--- src/rtl/cpt_pkg.sv ---
package cpt_pkg;

    typedef enum logic [1:0] {
        PORT_UP    = 2'd0,
        PORT_DN    = 2'd1,
        PORT_CHAIN = 2'd2,
        PORT_DROP  = 2'd3
    } port_e;

    // Bit offset of stage field L_i in the packed record
    function automatic int rec_off(input int n_log, input int i);
        return i * (n_log - 1) - (i * (i - 1)) / 2;
    endfunction

    function automatic int rec_width(input int n_log);
        return (n_log * (n_log - 1)) / 2;
    endfunction

endpackage

--- src/rtl/cpt_fwd_route.sv ---
module cpt_fwd_route
    import cpt_pkg::*;
#(
    parameter  int N_LOG = 3,
    localparam int ID_W  = N_LOG - 1,
    localparam int REC_W = rec_width(N_LOG),
    localparam int SW    = (N_LOG > 2) ? $clog2(N_LOG) : 1
) (
    input  logic [SW-1:0]    stage,
    input  logic [ID_W-1:0]  my_id,
    input  logic             chain_in,
    input  logic [1:0]       link_fault,
    input  logic [N_LOG-1:0] dst,
    input  logic [N_LOG-1:0] src,
    input  logic [ID_W-1:0]  cind,
    input  logic [REC_W-1:0] lrec,
    output port_e            port,
    output logic [N_LOG-1:0] src_o,
    output logic [ID_W-1:0]  cind_o,
    output logic [REC_W-1:0] lrec_o,
    output logic             disc
);

    port_e            g_port [N_LOG];
    logic [N_LOG-1:0] g_src  [N_LOG];
    logic [ID_W-1:0]  g_cind [N_LOG];
    logic [REC_W-1:0] g_lrec [N_LOG];
    logic             g_disc [N_LOG];

    for (genvar i = 0; i < N_LOG - 1; i++) begin : g_stage
        localparam int LW  = ID_W - i;
        localparam int OFF = rec_off(N_LOG, i);

        logic [LW-1:0]    up_id, l_old;
        logic [ID_W-1:0]  tgt_id;
        logic             want_dn, blocked, loop_hit;
        port_e            port_c;
        logic [N_LOG-1:0] src_c;
        logic [ID_W-1:0]  cind_c;
        logic [REC_W-1:0] lrec_c;
        logic             disc_c;

        always_comb begin
            up_id    = my_id[ID_W-1:i];
            l_old    = lrec[OFF +: LW];
            tgt_id   = my_id + (ID_W'(1) << i);
            want_dn  = dst[N_LOG-1-i];
            blocked  = link_fault[want_dn];
            loop_hit = chain_in && cind[i] && (l_old == up_id);

            src_c  = src;
            cind_c = cind;
            lrec_c = lrec;
            disc_c = 1'b0;
            port_c = want_dn ? PORT_DN : PORT_UP;

            if (loop_hit) begin
                disc_c = 1'b1;
                port_c = PORT_DROP;
            end else if (blocked) begin
                port_c          = PORT_CHAIN;
                src_c[LW-1:0]   = tgt_id[ID_W-1:i];
                if (!cind[i]) begin
                    cind_c[i]          = 1'b1;
                    lrec_c[OFF +: LW]  = up_id;
                end
            end
        end

        assign g_port[i] = port_c;
        assign g_src[i]  = src_c;
        assign g_cind[i] = cind_c;
        assign g_lrec[i] = lrec_c;
        assign g_disc[i] = disc_c;
    end

    // Last stage: the ring wraps onto itself, so a fault means no path
    logic last_dn, last_blk;
    assign last_dn  = dst[0];
    assign last_blk = link_fault[last_dn];
    assign g_port[N_LOG-1] = last_blk ? PORT_DROP : (last_dn ? PORT_DN : PORT_UP);
    assign g_src[N_LOG-1]  = src;
    assign g_cind[N_LOG-1] = cind;
    assign g_lrec[N_LOG-1] = lrec;
    assign g_disc[N_LOG-1] = last_blk;

    int sel;
    always_comb begin
        sel    = (int'(stage) < N_LOG) ? int'(stage) : N_LOG - 1;
        port   = g_port[sel];
        src_o  = g_src[sel];
        cind_o = g_cind[sel];
        lrec_o = g_lrec[sel];
        disc   = g_disc[sel];
    end

endmodule

--- src/rtl/cpt_ret_route.sv ---
module cpt_ret_route
    import cpt_pkg::*;
#(
    parameter  int N_LOG = 3,
    localparam int ID_W  = N_LOG - 1,
    localparam int REC_W = rec_width(N_LOG),
    localparam int SW    = (N_LOG > 2) ? $clog2(N_LOG) : 1
) (
    input  logic [SW-1:0]    stage,
    input  logic [ID_W-1:0]  my_id,
    input  logic [N_LOG-1:0] src,
    input  logic [ID_W-1:0]  cind,
    input  logic [REC_W-1:0] lrec,
    output port_e            port,
    output logic [N_LOG-1:0] src_o
);

    port_e            g_port [N_LOG];
    logic [N_LOG-1:0] g_src  [N_LOG];

    for (genvar i = 0; i < N_LOG - 1; i++) begin : g_stage
        localparam int LW  = ID_W - i;
        localparam int OFF = rec_off(N_LOG, i);

        logic [LW-1:0]    up_id, l_old;
        logic [ID_W-1:0]  prv_id;
        port_e            port_c;
        logic [N_LOG-1:0] src_c;

        always_comb begin
            up_id  = my_id[ID_W-1:i];
            l_old  = lrec[OFF +: LW];
            prv_id = my_id - (ID_W'(1) << i);
            src_c  = src;
            if (cind[i] && (l_old != up_id)) begin
                port_c        = PORT_CHAIN;
                src_c[LW-1:0] = prv_id[ID_W-1:i];
            end else begin
                if (cind[i]) begin
                    src_c[LW-1:0] = l_old;
                end
                port_c = src_c[N_LOG-1-i] ? PORT_DN : PORT_UP;
            end
        end

        assign g_port[i] = port_c;
        assign g_src[i]  = src_c;
    end

    assign g_port[N_LOG-1] = src[0] ? PORT_DN : PORT_UP;
    assign g_src[N_LOG-1]  = src;

    int sel;
    always_comb begin
        sel   = (int'(stage) < N_LOG) ? int'(stage) : N_LOG - 1;
        port  = g_port[sel];
        src_o = g_src[sel];
    end

endmodule

--- src/rtl/cpt_path_tracker.sv ---
module cpt_path_tracker
    import cpt_pkg::*;
#(
    parameter  int N_LOG = 3,
    localparam int ID_W  = N_LOG - 1,
    localparam int REC_W = rec_width(N_LOG),
    localparam int SW    = (N_LOG > 2) ? $clog2(N_LOG) : 1
) (
    input  logic             clk,
    input  logic             rst_n,
    input  logic             in_valid,
    input  logic             in_dir,
    input  logic             in_chain,
    input  logic [SW-1:0]    in_stage,
    input  logic [ID_W-1:0]  my_id,
    input  logic [1:0]       link_fault,
    input  logic [N_LOG-1:0] in_dst,
    input  logic [N_LOG-1:0] in_src,
    input  logic [ID_W-1:0]  in_cind,
    input  logic [REC_W-1:0] in_lrec,
    output logic             out_valid,
    output logic [1:0]       out_port,
    output logic [N_LOG-1:0] out_dst,
    output logic [N_LOG-1:0] out_src,
    output logic [ID_W-1:0]  out_cind,
    output logic [REC_W-1:0] out_lrec,
    output logic             out_disc
);

    typedef struct packed {
        logic             vld;
        logic             disc;
        port_e            port;
        logic [N_LOG-1:0] dst;
        logic [N_LOG-1:0] src;
        logic [ID_W-1:0]  cind;
        logic [REC_W-1:0] lrec;
    } dec_t;

    port_e            fw_port, rt_port;
    logic [N_LOG-1:0] fw_src, rt_src;
    logic [ID_W-1:0]  fw_cind;
    logic [REC_W-1:0] fw_lrec;
    logic             fw_disc;
    dec_t             dec_d, dec_q;

    cpt_fwd_route #(.N_LOG(N_LOG)) u_fwd (
        .stage(in_stage), .my_id(my_id), .chain_in(in_chain),
        .link_fault(link_fault), .dst(in_dst), .src(in_src),
        .cind(in_cind), .lrec(in_lrec), .port(fw_port), .src_o(fw_src),
        .cind_o(fw_cind), .lrec_o(fw_lrec), .disc(fw_disc)
    );

    cpt_ret_route #(.N_LOG(N_LOG)) u_ret (
        .stage(in_stage), .my_id(my_id), .src(in_src), .cind(in_cind),
        .lrec(in_lrec), .port(rt_port), .src_o(rt_src)
    );

    always_comb begin
        dec_d.vld = in_valid;
        dec_d.dst = in_dst;
        if (!in_dir) begin
            dec_d.port = fw_port;
            dec_d.src  = fw_src;
            dec_d.cind = fw_cind;
            dec_d.lrec = fw_lrec;
            dec_d.disc = fw_disc;
        end else begin
            dec_d.port = rt_port;
            dec_d.src  = rt_src;
            dec_d.cind = in_cind;
            dec_d.lrec = in_lrec;
            dec_d.disc = 1'b0;
        end
    end

    always_ff @(posedge clk) begin
        if (!rst_n) dec_q <= '0;
        else        dec_q <= dec_d;
    end

    assign out_valid = dec_q.vld;
    assign out_port  = dec_q.port;
    assign out_dst   = dec_q.dst;
    assign out_src   = dec_q.src;
    assign out_cind  = dec_q.cind;
    assign out_lrec  = dec_q.lrec;
    assign out_disc  = dec_q.disc;

    assert_valid_delay_R1: assert property (@(posedge clk) disable iff (!rst_n)
        $past(rst_n) |-> (out_valid == $past(in_valid)));

    assert_fwd_pass_src_R2: assert property (@(posedge clk) disable iff (!rst_n)
        (in_valid && !in_dir && !link_fault[0] && !link_fault[1] && !in_chain)
        |=> (out_src == $past(in_src) && out_cind == $past(in_cind)));

    assert_one_new_flag_R3: assert property (@(posedge clk) disable iff (!rst_n)
        (in_valid && !in_dir) |=> $onehot0(out_cind ^ $past(in_cind)));

    assert_last_no_ring_R7: assert property (@(posedge clk) disable iff (!rst_n)
        (in_valid && !in_dir && int'(in_stage) == N_LOG - 1)
        |=> (out_port != PORT_CHAIN));

    assert_ret_keep_rec_R11: assert property (@(posedge clk) disable iff (!rst_n)
        (in_valid && in_dir)
        |=> (out_cind == $past(in_cind) && out_lrec == $past(in_lrec) && !out_disc));

    assert_drop_has_disc_R6: assert property (@(posedge clk) disable iff (!rst_n)
        (out_valid && out_port == PORT_DROP) |-> out_disc);

endmodule

--- config.mk ---
export PLATFORM = sky130hd
export DESIGN_NAME = cpt_path_tracker
export DESIGN_NICKNAME = d
export VERILOG_FILES = /design/src/rtl/cpt_pkg.sv /design/src/rtl/cpt_fwd_route.sv /design/src/rtl/cpt_ret_route.sv /design/src/rtl/cpt_path_tracker.sv
export SDC_FILE = /design/constraint.sdc
export NUM_CORES = 1
export LEC_CHECK = 0
export BUFFER_PORTS_ARGS = -buffer_cell sky130_fd_sc_hd__buf_2
export CAP_MARGIN = 30
export CORE_ASPECT_RATIO = 1.1
export CORE_UTILIZATION = 44
export CTS_CLUSTER_SIZE = 10
export DETAILED_ROUTE_END_ITERATION = 12
export PLACE_DENSITY = 0.75
export SKIP_CTS_REPAIR_TIMING = 1
export SLEW_MARGIN = 20
export SYNTH_ARGS = -nofsm -noshare
export SYNTH_HDL_FRONTEND = slang
export SYNTH_HIERARCHICAL = 1
export SYNTH_SLANG_ARGS = --single-unit
--- constraint.sdc ---
create_clock -name clk -period 1.47 [get_ports clk]
set_input_delay 0.3675 -clock clk [delete_from_list [all_inputs] [get_ports clk]]
set_output_delay 0.3675 -clock clk [all_outputs]
set_load 0.01 [all_outputs]
# ---- Word level (Yosys, flattened, before mapping)
# Index checks and enable logic that the tools add are counted.
dict set report word_totals {
  regBits 15
}
dict set report op_classes {
  n_lt_le_gt_ge 5
  addsub 4
  bitwise 2
  n_eq_ne 4
  reduce_logical 7
  mux 63
}
# cell n
set ops {}
lappend ops {{$mux 2} 22}
lappend ops {{$ge 32x3->1 const B} 1}
lappend ops {{$not 32->32} 1}
lappend ops {{$mux 1} 27}
lappend ops {{$bmux 3 s2} 3}
lappend ops {{$mux 3} 6}
lappend ops {{$bmux 2 s2} 3}
lappend ops {{$mux 8} 1}
lappend ops {{$logic_and 1x1->1} 6}
lappend ops {{$lt 1x2->1 const B} 3}
lappend ops {{$add 2x1->2 const B} 1}
lappend ops {{$add 2x2->2 const B} 1}
lappend ops {{$bmux 1 s2} 1}
lappend ops {{$eq 2x2->1} 1}
lappend ops {{$lt 2x2->1 const B} 1}
lappend ops {{$ne 2x2->1} 1}
lappend ops {{$reduce_or 2->1} 1}
lappend ops {{$sub 2x1->2 const B} 1}
lappend ops {{$sub 2x2->2 const B} 1}
lappend ops {{$eq 1x1->1} 1}
lappend ops {{$ne 1x1->1} 1}
lappend ops {{$not 1->1} 1}

# ---- Longest topological paths before layout
# Gate-level depths: netlist of run 1.
dict set report depth {
  depth_word 8
  ltp_mapped 7
}

# ---- Modules after synthesis
# Netlist of run 1, hierarchy kept.
# module area_per_inst_um2 cells_per_inst n_inst seq_area_each_um2
set modules_own_cells {}
lappend modules_own_cells {cpt_path_tracker 510.5 43 1 300.3}
lappend modules_own_cells {cpt_fwd_route 321.6 40 1 0.0}
lappend modules_own_cells {cpt_ret_route 188.9 27 1 0.0}

# ---- Worst setup path after synthesis of run 1
# OpenSTA, ideal clock, no wires.
dict set report synth_timing {
  kind {input-to-reg}
  startpoint {input port my_id[1]}
  endpoint {register dec_q (netlist bit out_src[0])}
  setup_ns 0.065
  path_stages 7
  slack_ns 0.038
  arrival_time_ns 1.367
  cell_sequence {buf_6 -> xnor2_2 -> a311oi_4 -> nor3_2 -> a221oi_2 -> mux2i_1 -> nor2b_1}
}
dict set report synth_between {
  elab_chain_len 7
  elab_cells_between_ends 22
  cone_classes {add/sub: 2; eq/ne: 4; mux: 12; reduce/logical: 4}
}
# item line
set synth_lines {}
lappend synth_lines {{start: declaration} cpt_path_tracker.sv:15} ;# input logic [ID_W-1:0] my_id,
lappend synth_lines {{$add 2x2->2, or another cell as far along} cpt_fwd_route.sv:46} ;# tgt_id = my_id + (ID_W'(1) << i);
lappend synth_lines {{$mux 1 / $logic_and 1x1->1 (equally long branches)} {cpt_fwd_route.sv:60, cpt_fwd_route.sv:49}}
lappend synth_lines {{$mux 1 / $mux 2 (equally long branches)} cpt_fwd_route.sv:57} ;# if (loop_hit) begin
lappend synth_lines {{$bmux 3 s2 (*)} cpt_fwd_route.sv:91} ;# src_o = g_src[sel];
lappend synth_lines {{$mux 3 (not written as such) (*) (2 in series)} cpt_fwd_route.sv:91}
lappend synth_lines {{net fw_src[0]} cpt_path_tracker.sv:41} ;# logic [N_LOG-1:0] fw_src, rt_src;
lappend synth_lines {{$mux 8 (*)} cpt_path_tracker.sv:62} ;# if (!in_dir) begin
lappend synth_lines {{end signal: assignment} cpt_path_tracker.sv:78} ;# if (!rst_n) dec_q <= '0;
lappend synth_lines {{end signal: assignment} cpt_path_tracker.sv:79} ;# else dec_q <= dec_d;
lappend synth_lines {{end: declaration} cpt_path_tracker.sv:45} ;# dec_t dec_d, dec_q;
# Mark *: on every way through the listed nets, which the timed path passes. The rest lies on a longest branch. The select of a mux whose other input is x is not followed.
# A chain may end at the register's enable or synchronous reset.

# ---- Final worst setup path of run 1
dict set report layout_timing {
  startpoint {input port in_stage[1]}
  endpoint {register dec_q (netlist bit out_lrec[2])}
}
dict set report layout_between {
  elab_chain_len 7
}
# item line
set layout_lines {}
lappend layout_lines {{start: declaration} cpt_path_tracker.sv:14} ;# input logic [SW-1:0] in_stage,
lappend layout_lines {{$lt 2x2->1} cpt_fwd_route.sv:89} ;# sel = (int'(stage) < N_LOG) ? int'(stage) : N_LOG - 1;
lappend layout_lines {{$mux 2 (*)} cpt_fwd_route.sv:89}
lappend layout_lines {{$not 32->32 (not written as such) (*)} cpt_fwd_route.sv:93} ;# lrec_o = g_lrec[sel];
lappend layout_lines {{$bmux 3 s2 (*)} cpt_fwd_route.sv:93}
lappend layout_lines {{$mux 3 (not written as such) (*) (2 in series)} cpt_fwd_route.sv:93}
lappend layout_lines {{net fw_lrec[2]} cpt_path_tracker.sv:43} ;# logic [REC_W-1:0] fw_lrec;
lappend layout_lines {{$mux 8 (*)} cpt_path_tracker.sv:62}
# Marked as above.

==> out/metrics.yaml, run 1 <==
sta:
  fin_crit_ns: 1.38
  hold_ws_ns: 0.297
  hold_viol: 0
  final.setup.tns_ns: 0
  fin_crit_sh: 0.939
  worst-slew-pin-transition_ns: 0.324
  fmax_mhz: 724
  setup_ws_ns: 0.0895
  rsz0062_at_grt: "no"
  finalSetupViolations: 0
  slew_violations: 0
  slew_headroom: 0.780
final_layout:
  antenna_cells: 0
  drive_gt1_frac: 0.381
  fin_area_um2: 1300
  final_nets: 178
  final_util: 0.619
  syn_to_final_growth_pct: 27.7
  final_cells: 183
pwr:
  leakage_nw: 0.618
  power_uw: 965
  p_per_area_nw_per_um2: 740
  vdd_drop_max_mv: 0.363
critical_path:
  critPathKind: "in -> reg"
  critPathRequiredTime_ns: 1.64
  worstSetupStartpointType: "primary input"
  path_max_fanout: 7
  crit_chain: "buf_2 -> nand2b_1 -> nor3_1 -> mux2_2 -> mux2i_1 -> nor2b_1"
  crit_family: "multiplexers"
  cp.arrival_ns: 1.55
  cp_num_buf_inv: 1
  critPathCaptureType: "register"
  critical_path.slowest_cell: "mux2_2"
  cp-startpoint: "in_stage[1]"
  cpPeakStageDelay_ns: 0.35
synthesis:
  ys.flop_type: "dfxtp_1"
  synth_top_area_frac: 0.294
  ys_top_cells_by_area: "dfxtp_1 (29%), mux2i_1 (12%), nor2b_1 (8.6%)"
  ys_types: 36
  yosys-top-cells-count: "dfxtp_1 (15), nor2b_1 (14), mux2i_1 (12)"
  syn_avg_cell_area_um2: 9.28
  synthCells: 110
  syn_area_um2: 1020
  ys_warn_count: 6
  synthesis.nets: 132
  ys_async_sr_fraction: 0
  synth_edf_count: 0
  synth.yosys.seq_area_share: 0.294
  yosysMostFrequentCell: "dfxtp_1"
  synth.largest_area_cell: "dfxtp_1"
  ys_ff_latch: 15
floorplanning:
  num_rows: 17
  die_w_um: 47.9
  design.core.area_um2: 2110
  floorplan.initialDensity: 0.485
  die-area_um2: 2520
  die_y_um: 52.5
  ioPinCount: 37
clock_network:
  cts-root-buf: "clkbuf_4"
  htree_levels: 1
  cts_buffers: 3
  clk_pin_slew_worst_paths_ns: 0.09
  clockBufferDepth: 2
  clock-sinks: 15
  cts_tree: "built"
placement:
  port-buffer-count: 36
  hpwl_um: 1810
  placed_area_um2: 1280
  dpl.cell_count: 179
  dp_slack_ns: -0.192
  gp_congestion: 0.821
routing:
  drtIter0Drc: 21
  totalWireLength_um: 2240
  antenna_left: 0
  drt_pre_antenna_iters: 4
  drc_errors: 0
  vias_per_cell: 5.21
  wl_per_cell_um: 12.2
  via_count: 954
global_routing:
  gr-usage-met1: 0.251
  grtUsageMet3: 0.0103
  grt-busiest-layer: "met2"
  grt_first_pass_wirelength_um: 3700
  antenna_found_initial: 0
  grt.total_usage: 0.205
  grt_max_degree: 16
  grt_overflow: 0
  use_met2: 0.365
  grt_pass1_vias: 869
status:
  outcome: "completed"
hold_path:
  worstHoldStart: "in_valid"
  holdPathEnd: "out_valid"
  min_path_cells: 2
  worstHoldPathType: "in -> reg"
job:
  max_cap_viol_count: 0
[where the power goes]
| part | total, mW | switching, mW | internal [mW] |
|---|---|---|---|
| Combinational | 0.297 | 0.152 | 0.145 |
| Sequential | 0.439 | 0.00558 | 0.434 |
| Clock | 0.229 | 0.124 | 0.105 |
| Total | 0.965 | 0.281 | 0.684 |
[sequential cells by signal, summed over array words and instances, names as in the netlist]
register,flops
out_valid,1
out_src,3
out_cind,2
out_disc,1
out_dst,3
out_lrec,3
out_port,2
[layout by cell type, fill, tap and decap left out, types with 3 or more instances in the layout]
cell       n
buf_2     36
dfxtp_1   15
nor2b_1   14
mux2i_1   12
buf_4     10
nor2_1     6
nand2_1    5
o21ai_0    5
and2_1     4
xnor2_1    4
clkbuf_4   3
nand2b_1   3
mux2_2     3
o21ai_1    3
[kinds of logic (layout without fill, tap and decap cells)]
family	Yosys count	after routing	synth area share
and+or+nand+nor	42	42	0.250
AOI/OAI and AO/OA	21	21	0.162
muxes	18	18	0.186
buffers and inverters	7	52	0.0404
DFF	15	15	0.294
xor gates and xnor gates	7	7	0.0674
[cell type report]
type | instances | area, um2
repair buffers | 46 | 255
fillers | 198 | 802
flip-flops and latches | 15 | 300
multi-input cells | 88 | 679
inverters | 2 | 7.51
well taps | 28 | 35.0
clock buffers | 4 | 26.3
[worst max-delay path by stage]
stage             endpoint  depth (start not counted)  slack (ns)
3_3_place_gp   out_lrec[2]                          6       -0.16
3_5_place_dp   out_lrec[2]                          6       -0.19
2_1_floorplan   out_src[0]                          7        0.04
6_report       out_lrec[2]                          6        0.09
5_1_grt        out_port[0]                          8        0.04
4_1_cts        out_lrec[2]                          6        0.12
[layer usage]
layer	up-vias	wire length [um]	share of wire
met2	26	1190	0.53
met5	-	0	0
li1	478	-	-
met4	0	14	0.0063
met3	2	59	0.026
met1	448	974	0.44
No activity file was read; power rests on OpenSTA's default activity.
==> run 2, diff against run 1 <==
--- a/config.mk
+++ b/config.mk
@@ -8,10 +8,11 @@
 export BUFFER_PORTS_ARGS = -buffer_cell sky130_fd_sc_hd__buf_2
 export CAP_MARGIN = 30
 export CORE_ASPECT_RATIO = 1.1
-export CORE_UTILIZATION = 44
+export CORE_UTILIZATION = 46
+export CTS_BUF_LIST = sky130_fd_sc_hd__clkbuf_4
 export CTS_CLUSTER_SIZE = 10
 export DETAILED_ROUTE_END_ITERATION = 12
-export PLACE_DENSITY = 0.75
+export PLACE_DENSITY = 0.78
 export SKIP_CTS_REPAIR_TIMING = 1
 export SLEW_MARGIN = 20
 export SYNTH_ARGS = -nofsm -noshare
==> run 2 against run 1 <==
Design area increased by 2.6%; count of clock-buffer cells in the layout did not move; global-route usage rose by 1.5 points; first-iteration DRC count stayed put; worst setup slack improved by 0.056 ns; critical path type unchanged; highest routed layer unchanged.
==> out/metrics.yaml, run 2 (synthesis results as in run 1) <==
global_routing:
  grt_max_degree: 16
  grt_first_pass_wirelength_um: 3700
  grt_overflow: 0
  grt_pass1_vias: 880
  antenna_found_initial: 0
  grt.total_usage: 0.220
critical_path:
  endpoint: "out_port[0]"
  worstSetupStartpointType: "primary input"
  critPathKind: "in -> reg"
  cp-startpoint: "my_id[1]"
  cp.arrival_ns: 1.52
  critPathCaptureType: "register"
  path_max_fanout: 8
  critPathRequiredTime_ns: 1.66
routing:
  drtIter0Drc: 21
  drt_pre_antenna_iters: 5
  via_count: 948
  vias_per_cell: 5.07
  antenna_left: 0
  totalWireLength_um: 2250
  drc_errors: 0
  wl_per_cell_um: 12.0
floorplanning:
  floorplan.initialDensity: 0.500
  ioPinCount: 37
  num_rows: 17
  die_w_um: 46.9
  die_y_um: 51.4
  die-area_um2: 2410
  design.core.area_um2: 2040
final_layout:
  antenna_cells: 0
  final_common_cell: "buf_2"
  layout_common_cells: "buf_2 (36), dfxtp_1 (15), nor2b_1 (14), buf_4 (14), mux2i_1 (12)"
  drive_gt1_frac: 0.403
  fillers: 186
  syn_to_final_growth_pct: 31.0
  final_nets: 182
clock_network:
  cts-root-buf: "clkbuf_4"
  cts_tree: "built"
  clockBufferDepth: 2
  clock-sinks: 15
  cts_buffers: 3
  htree_levels: 1
  clk_pin_slew_worst_paths_ns: 0.09
pwr:
  vdd_drop_max_mv: 0.353
  power_mw: 1.00
  leakage_nw: 0.640
  p_per_area_nw_per_um2: 749
placement:
  gp_congestion: 0.853
  dp_slack_ns: -0.149
  hpwl_um: 1810
  port-buffer-count: 36
sta:
  setup_ws_ns: 0.146
  fmax_mhz: 755
  hold_viol: 0
  fin_crit_ns: 1.32
  slew_violations: 0
  rsz0062_at_grt: "no"
  finalSetupViolations: 0
  slew_headroom: 0.760
  worst-slew-pin-transition_ns: 0.357
  fin_crit_sh: 0.901
job:
  max_cap_viol_count: 0
hold_path:
  worstHoldPathType: "in -> reg"
status:
  outcome: "completed"
==> run 2: cell count changes in the layout (fill, tap and decap cells not counted), sizes merged <==
cell  previous run  this run
buf             46        50
==> run 2: worst min-delay path by stage <==
stage	from	end	slack, ns	cells after the start
global route	in_valid	out_valid	0.28	2
global placement	in_valid	out_valid	0.57	2
detailed placement	in_valid	out_valid	0.58	2
floorplan	in_dst[0]	out_dst[0]	0.49	1
finish	in_valid	out_valid	0.28	2
CTS	in_valid	out_valid	0.27	2
==> run 2: routing by layer <==
metal | up-vias | track usage | wire length, um
met5 | - | 0 | 0
met4 | 0 | 0.110 | 16
met3 | 2 | 0.0530 | 90
met2 | 29 | 0.361 | 1170
met1 | 430 | 0.258 | 973
li1 | 487 | - | -
==> run 2: area by class of cell <==
cell class	count	area (um2)	share of cell area
Inverter	2	7.51	0.00561
Tap cell	28	35.0	0.0262
Clock buffer	4	30.0	0.0225
Sequential cell	15	300	0.225
Multi-Input combinational cell	88	679	0.508
Timing Repair Buffer	50	285	0.213
==> run 2: metrics by stage <==
| stage | setup TNS (ns) | instance area (um2) | hold slack, ns | std cells | utilization |
|---|---|---|---|---|---|
| 3_5_place_dp | -0.816 | 1310 | 0.584 | 183 | 0.640 |
| 5_1_grt | 0 | 1340 | 0.276 | 187 | 0.655 |
| 4_1_cts | 0 | 1340 | 0.274 | 187 | 0.655 |
| 2_1_floorplan | 0 | 1020 | 0.495 | 110 | - |
| 6_report | 0 | 1340 | 0.278 | 187 | 0.655 |
| 3_3_place_gp | -0.640 | 1310 | 0.573 | 183 | 0.640 |
==> run 2: critical path, stage by stage <==
cell and delay (ns):
buf_2 0.13, buf_4 0.17, xnor2_1 0.15, a21boi_0 0.32, o32ai_1 0.15, mux2i_1 0.16
nor2b_1 0.06
==> run 2: power breakdown <==
part,switching (mW),leakage [nW],internal (mW)
clock,0.135,0.0184,0.124
combinational,0.152,0.497,0.152
sequential,0.00527,0.125,0.434
total,0.292,0.640,0.709
